[src/rtl/io_alu_pkg.sv]
// Shared definitions for the port-mapped ALU: command codes, flag bundle,
// port indices. Assumes a 4-bit command field in the low bits of a write.
package io_alu_pkg;

    localparam int unsigned OP_W      = 4;
    localparam int unsigned NUM_PORTS = 4;

    // Port offsets from the base address; order is fixed by the bus map.
    localparam int unsigned PORT_A   = 0;
    localparam int unsigned PORT_B   = 1;
    localparam int unsigned PORT_CMD = 2;
    localparam int unsigned PORT_RES = 3;

    typedef enum logic [OP_W-1:0] {
        OP_ADD  = 4'd0,
        OP_SUB  = 4'd1,
        OP_SHL  = 4'd2,
        OP_SHR  = 4'd3,
        OP_ROL  = 4'd4,
        OP_ROR  = 4'd5,
        OP_OR   = 4'd6,
        OP_AND  = 4'd7,
        OP_NAND = 4'd8,
        OP_XOR  = 4'd9,
        OP_XNOR = 4'd10,
        OP_CMP  = 4'd11,
        OP_INC  = 4'd12,
        OP_DEC  = 4'd13
    } alu_op_e;

    typedef struct packed {
        logic gt;
        logic sm;
        logic eq;
    } alu_flags_t;

endpackage

[src/rtl/io_alu_decode.sv]
// Address decoder: raises one select per port when the bus address equals
// base + port index. Assumes the four ports do not wrap past the address top.
module io_alu_decode #(
    parameter int unsigned ADDR_W    = 16,
    parameter logic [ADDR_W-1:0] BASE_ADDR = 16'hFFFC
) (
    input  logic [ADDR_W-1:0]                   addr_i,
    output logic [io_alu_pkg::NUM_PORTS-1:0]    sel_o
);
    localparam int unsigned NP = io_alu_pkg::NUM_PORTS;

    for (genvar i = 0; i < NP; i++) begin : g_port
        localparam logic [ADDR_W-1:0] PORT_ADDR = BASE_ADDR + ADDR_W'(i);
        // Purpose: full-width compare of the address against this port.
        assign sel_o[i] = (addr_i == PORT_ADDR);
    end
endmodule

[src/rtl/io_alu_exec.sv]
// Combinational datapath: from the operands, the command code and the present
// result and flags, forms the next result and flags. Operations that do not
// own a value pass the present one through. Assumes DATA_W >= 2.
module io_alu_exec
    import io_alu_pkg::*;
#(
    parameter int unsigned DATA_W = 8
) (
    input  logic [OP_W-1:0]   op_i,
    input  logic [DATA_W-1:0] a_i,
    input  logic [DATA_W-1:0] b_i,
    input  logic [DATA_W-1:0] res_i,
    input  alu_flags_t        flags_i,
    output logic [DATA_W-1:0] res_o,
    output alu_flags_t        flags_o
);
    localparam int unsigned XW = DATA_W + 1;

    logic [XW-1:0]     sum_x;
    logic [XW-1:0]     diff_x;
    logic [DATA_W-1:0] inc_v;
    logic [DATA_W-1:0] dec_v;

    // Purpose: one extended adder and subtractor with carry-in from gt.
    assign sum_x  = {1'b0, a_i} + {1'b0, b_i} + XW'(flags_i.gt);
    assign diff_x = {1'b0, a_i} - {1'b0, b_i} - XW'(flags_i.gt);
    assign inc_v  = a_i + DATA_W'(1);
    assign dec_v  = a_i - DATA_W'(1);

    // Purpose: select next result and per-flag updates by command code.
    always_comb begin
        res_o   = res_i;
        flags_o = flags_i;
        case (op_i)
            OP_ADD:  begin res_o = sum_x[DATA_W-1:0];  flags_o.gt = sum_x[DATA_W];  end
            OP_SUB:  begin res_o = diff_x[DATA_W-1:0]; flags_o.gt = diff_x[DATA_W]; end
            OP_SHL:  begin res_o = {a_i[DATA_W-2:0], 1'b0}; flags_o.gt = a_i[DATA_W-1]; end
            OP_SHR:  begin res_o = {1'b0, a_i[DATA_W-1:1]}; flags_o.gt = a_i[0]; end
            OP_ROL:  res_o = {a_i[DATA_W-2:0], a_i[DATA_W-1]};
            OP_ROR:  res_o = {a_i[0], a_i[DATA_W-1:1]};
            OP_OR:   res_o = a_i | b_i;
            OP_AND:  res_o = a_i & b_i;
            OP_NAND: res_o = ~(a_i & b_i);
            OP_XOR:  res_o = a_i ^ b_i;
            OP_XNOR: res_o = ~(a_i ^ b_i);
            OP_CMP:  begin
                flags_o.gt = (a_i > b_i);
                flags_o.sm = (a_i < b_i);
                flags_o.eq = (a_i == b_i);
            end
            OP_INC:  begin res_o = inc_v; flags_o.eq = (inc_v == '0); end
            OP_DEC:  begin res_o = dec_v; flags_o.eq = (dec_v == '0); end
            default: ;
        endcase
    end
endmodule

[src/rtl/io_alu.sv]
// Top of the port-mapped ALU: operand, command, result and flag registers,
// bus write enables and the read multiplexer. Assumes one bus access per cycle
// and a combinational read path; the command write executes on its own edge.
module io_alu
    import io_alu_pkg::*;
#(
    parameter int unsigned DATA_W = 8,
    parameter int unsigned ADDR_W = 16,
    parameter logic [ADDR_W-1:0] BASE_ADDR = 16'hFFFC
) (
    input  logic              clk,
    input  logic              rst_n,
    input  logic [ADDR_W-1:0] bus_addr,
    input  logic              bus_wr,
    input  logic [DATA_W-1:0] bus_wdata,
    output logic [DATA_W-1:0] bus_rdata,
    output logic              flag_gt,
    output logic              flag_sm,
    output logic              flag_eq
);
    logic [NUM_PORTS-1:0] sel;
    logic [DATA_W-1:0]    opa_q, opb_q, res_q, res_d;
    logic [OP_W-1:0]      cmd_q;
    alu_flags_t           flags_q, flags_d;
    logic                 cmd_wr;
    logic [OP_W-1:0]      cmd_in;

    io_alu_decode #(.ADDR_W(ADDR_W), .BASE_ADDR(BASE_ADDR)) u_decode (
        .addr_i (bus_addr),
        .sel_o  (sel)
    );

    assign cmd_wr = bus_wr && sel[PORT_CMD];
    assign cmd_in = bus_wdata[OP_W-1:0];

    io_alu_exec #(.DATA_W(DATA_W)) u_exec (
        .op_i    (cmd_in),
        .a_i     (opa_q),
        .b_i     (opb_q),
        .res_i   (res_q),
        .flags_i (flags_q),
        .res_o   (res_d),
        .flags_o (flags_d)
    );

    // Purpose: operand and command registers loaded by bus writes.
    always_ff @(posedge clk) begin
        if (!rst_n) begin
            opa_q <= '0;
            opb_q <= '0;
            cmd_q <= '0;
        end else if (bus_wr) begin
            if (sel[PORT_A])   opa_q <= bus_wdata;
            if (sel[PORT_B])   opb_q <= bus_wdata;
            if (sel[PORT_CMD]) cmd_q <= cmd_in;
        end
    end

    // Purpose: result and flags take the datapath output on a command write.
    always_ff @(posedge clk) begin
        if (!rst_n) begin
            res_q   <= '0;
            flags_q <= '0;
        end else if (cmd_wr) begin
            res_q   <= res_d;
            flags_q <= flags_d;
        end
    end

    // Purpose: combinational read of the addressed port, zero elsewhere.
    always_comb begin
        bus_rdata = '0;
        if (sel[PORT_A])   bus_rdata = opa_q;
        if (sel[PORT_B])   bus_rdata = opb_q;
        if (sel[PORT_CMD]) bus_rdata = DATA_W'(cmd_q);
        if (sel[PORT_RES]) bus_rdata = res_q;
    end

    assign flag_gt = flags_q.gt;
    assign flag_sm = flags_q.sm;
    assign flag_eq = flags_q.eq;

    // at most one port decoded for any address.
    assert_one_port_R1: assert property (@(posedge clk) disable iff (!rst_n)
        $onehot0(sel));

    // without a command write, result and flags hold.
    assert_idle_hold_R2: assert property (@(posedge clk) disable iff (!rst_n)
        !cmd_wr |=> ($stable(res_q) && $stable(flags_q)));

    // rotates and bitwise codes leave every flag alone.
    assert_flags_kept_R6: assert property (@(posedge clk) disable iff (!rst_n)
        (cmd_wr && cmd_in >= OP_ROL && cmd_in <= OP_XNOR) |=> $stable(flags_q));

    // compare keeps the result and raises exactly one relation flag.
    assert_cmp_result_R8: assert property (@(posedge clk) disable iff (!rst_n)
        (cmd_wr && cmd_in == OP_CMP) |=> $stable(res_q));
    assert_cmp_onehot_R8: assert property (@(posedge clk) disable iff (!rst_n)
        (cmd_wr && cmd_in == OP_CMP) |=> ($countones({flag_gt, flag_sm, flag_eq}) == 1));

    // after increment or decrement, eq mirrors a zero result.
    assert_step_zero_R9: assert property (@(posedge clk) disable iff (!rst_n)
        (cmd_wr && (cmd_in == OP_INC || cmd_in == OP_DEC)) |=> (flag_eq == (res_q == '0)));

    // undefined codes change nothing.
    assert_undef_noop_R10: assert property (@(posedge clk) disable iff (!rst_n)
        (cmd_wr && cmd_in > OP_DEC) |=> ($stable(res_q) && $stable(flags_q)));
endmodule

[config.mk]
export PLATFORM = sky130hd
export DESIGN_NAME = io_alu
export DESIGN_NICKNAME = d
export VERILOG_FILES = /design/src/rtl/io_alu_pkg.sv /design/src/rtl/io_alu_decode.sv /design/src/rtl/io_alu_exec.sv /design/src/rtl/io_alu.sv
export SDC_FILE = /design/constraint.sdc
export NUM_CORES = 1
export LEC_CHECK = 0
export BUFFER_PORTS_ARGS = -buffer_cell sky130_fd_sc_hd__buf_2
export CAP_MARGIN = 40
export CORE_MARGIN = 2
export CORE_UTILIZATION = 36
export CTS_CLUSTER_DIAMETER = 100
export DETAILED_ROUTE_END_ITERATION = 7
export PLACE_DENSITY = 0.52
export SLEW_MARGIN = 0
export SYNTH_ARGS = -nofsm -noshare
export SYNTH_HDL_FRONTEND = slang
export SYNTH_HIERARCHICAL = 1
export SYNTH_SLANG_ARGS = --single-unit
[constraint.sdc]
create_clock -name clk -period 2.9 [get_ports clk]
set_clock_uncertainty 0.1 [all_clocks]
set_input_delay 0.145 -clock clk [delete_from_list [all_inputs] [get_ports clk]]
set_output_delay 0.145 -clock clk [all_outputs]
set_load 0.02 [all_outputs]
==> results.toml <==
[timing]
maxSlewViolCount = 0
fmax_mhz = 370
slew_headroom = 0.606
final-hold-violation-count = 0
fin_crit_sh = 0.931
post-route-min-period_ns = 2.70
finalSetupViolations = 0
worst_slew_pin_slew_ns = 0.592
rsz0062_at_grt = "no"
final.setup.tns_ns = 0

[global_route]
grt_util_all_layers = 0.249
grt_pass1_vias = 4501
antenna_found_initial = 0
overflow = 0
grt_max_degree = 35
grt_pass1_wl_um = 25300

[pwr]
sw_frac_of_total = 0.273
vdd_ir_drop_max_mv = 0.213
power_w = 0.00127
power.net_switching_w = 0.000347
p_seq_frac = 0.335
powerDensity_nw_per_um2 = 250
leakagePower_nw = 1.86
power.internal_w = 0.000924
combPwrFrac = 0.157
p_clk_frac = 0.507

[placement]
port_buffers = 37
routabilityCongestion = 0.971
place.detailed.hpwl_um = 11900

[die]
num_io_pins = 38
row_count = 40
die_h_um = 115
coreArea_um2 = 12000
chipWidth_um = 115
start_util = 0.368
dieArea_um2 = 13100

[yosys]
syn_area_um2 = 4400
yosysMostFrequentCell = "a21oi_1"
syn_avg_cell_area_um2 = 7.59
synth_fp_nets = 653
ys_seq_elements = 31
yosysWarnings = 6
postSynth.asyncResetShare = 0
yosysSeqAreaShare = 0.141
yosysUniqueCellTypes = 72
synth_edf_count = 0
synth_common_cells = "a21oi_1 (65), inv_1 (45), nand3_1 (44)"
syn_inst = 580
yosys-top-cells-area = "dfxtp_1 (14%), ha_1 (12%), a21oi_1 (7.4%)"
yosysTopAreaCell = "dfxtp_1"
synth_flop_cell = "dfxtp_1"
synth_top_area_frac = 0.141

[routing]
route.detailed.drc = 0
drtIter0Drc = 476
wirelength_um = 16100
drtPass1Iterations = 5
wl_per_cell_um = 21.0
via_per_inst = 6.24
vias = 4787
ant_nets = 0

[worst_setup_path]
cp_max_fo = 5
worst_ep_arrival_time_ns = 2.82
crit_type = "reg -> reg"
startpoint_type = "register"
crit_path_end_kind = "register"
worstPathRequired_ns = 3.02
worstRegToRegCells = 11

[cells_and_area]
layout-drive-gt1-share = 0.190
area_growth_pct = 15.4
nets = 692
fill_cells = 1215
multi_input_area_um2 = 3360
seqCellArea_um2 = 621
diodes = 0

[clock_tree]
clock_latency_ns = 0.30
cts_inserted_buffers = 5
cts.path.max_buffers = 2
cts_setup_buffers = 0
clkTransAtPathRegs_ns = 0.06
cts_tree = "yes"
cts.htree.levels = 2
cts.repair.resized = 0
hold_buffers = 0
cts.sinks = 31
ctsRootBufferMaster = "clkbuf_16"

[hold_path]
holdCritPathClass = "in -> reg"
whs_path_depth = 3

[flow_run]
maxCapViolCount = 0

[run_status]
status = "complete, no violations"
worst max-delay path: stages, from the launching register on:
cell and delay (ns):
dfxtp_1 0.31, buf_4 0.15, fa_1 0.51, inv_1 0.09, ha_1 0.13, o21ai_0 0.13
a211oi_1 0.44, xor2_1 0.22, a22oi_1 0.11, a21oi_1 0.21, nand3_1 0.09, a21oi_1 0.14
state kept, by name (all words and copies together), names as in the netlist:
name,cells
opa_q,8
opb_q,8
res_q,8
cmd_q,4
flag_eq,1
flag_gt,1
flag_sm,1
logic make-up (layout without fill, tap and decap cells):
family	after synthesis	count (layout)	share of synthesized area
AO/OA/AOI/OAI	205	205	0.340
XOR/XNOR	17	17	0.0338
adder cells (fa/ha/maj)	46	46	0.138
buffers and inverters	96	136	0.102
flip-flops	31	31	0.141
multiplexers	7	7	0.0168
AND/OR/NAND/NOR	178	178	0.229
per-stage QoR:
stage | cell area [um2] | hold slack, ns | util | std cells | worst slack (ns)
6_report | 5080 | 0.0184 | 0.424 | 767 | 0.200
5_1_grt | 5080 | 0.0147 | 0.424 | 767 | 0.00781
4_1_cts | 5070 | 0.0117 | 0.424 | 767 | 0.141
3_5_place_dp | 4900 | 0.326 | 0.410 | 759 | 0.178
3_3_place_gp | 4880 | 0.313 | 0.408 | 758 | 0.211
2_1_floorplan | 4400 | 0.192 | - | 580 | 0.106
cell type report:
cell class              count  share of cell area
multi-input cells         453               0.661
flip-flops and latches     31               0.122
repair buffers             82               0.112
well taps                 147              0.0362
inverters                  46              0.0340
clock buffers               6              0.0274
clock inverters             2             0.00690
per-layer routing:
| metal | part of all wire | global-route usage | vias to the layer above |
|---|---|---|---|
| li1 | - | - | 2225 |
| met2 | 0.46 | 0.394 | 199 |
| met5 | 0 | 0 | - |
| met4 | 0.037 | 0.106 | 0 |
| met1 | 0.45 | 0.337 | 2318 |
| met3 | 0.050 | 0.0339 | 45 |
worst paths after layout:
| path | slack, ns | start | to |
|---|---|---|---|
| max reg2reg | 0.20 | opb_q[0] | res_q[5] |
| max | 0.20 | opb_q[0] | res_q[5] |
| min reg2reg | 0.48 | cmd_q[0] | cmd_q[0] |
| min | 0.02 | bus_wdata[5] | opb_q[5] |
power by group through the flow:
| stage | Sequential [W] | Combinational (W) | Clock (W) |
|---|---|---|---|
| 3_5_place_dp | 0.000435 | 0.000194 | 0 |
| 2_1_floorplan | 0.000435 | 0.000122 | 0 |
| 6_report | 0.000426 | 0.000200 | 0.000645 |
| 5_1_grt | 0.000426 | 0.000213 | 0.000677 |
| 3_3_place_gp | 0.000435 | 0.000192 | 0 |
| 4_1_cts | 0.000426 | 0.000195 | 0.000667 |
cells in the final DEF (no fill, tap or decap), types with 5 or more instances in the layout:
master     netlist  final
buf_4            3     41
a221oi_2         8      8
nand2b_1         6      6
o31ai_1          5      5
nand2_1         13     13
nor2_1          32     32
o21ai_0         25     24
a221oi_1         7      7
clkbuf_16        0      5
buf_2           21     37
nand3b_1        10     10
nor3b_1          6      6
nand3_1         44     44
nor4_2           1      5
nand4_1         10     10
a22oi_1          6      6
nor2b_1          6      6
a21oi_1         65     65
a21bo_1         29     29
xnor2_1         13     13
inv_1           45     45
ha_1            42     42
a211oi_1        11     11
o211ai_1         6      6
nor4_1           9      5
nor3_1          11     11
dfxtp_1         31     31
or3_1            6      6
Note: power is estimated with default switching activity, not from simulation.
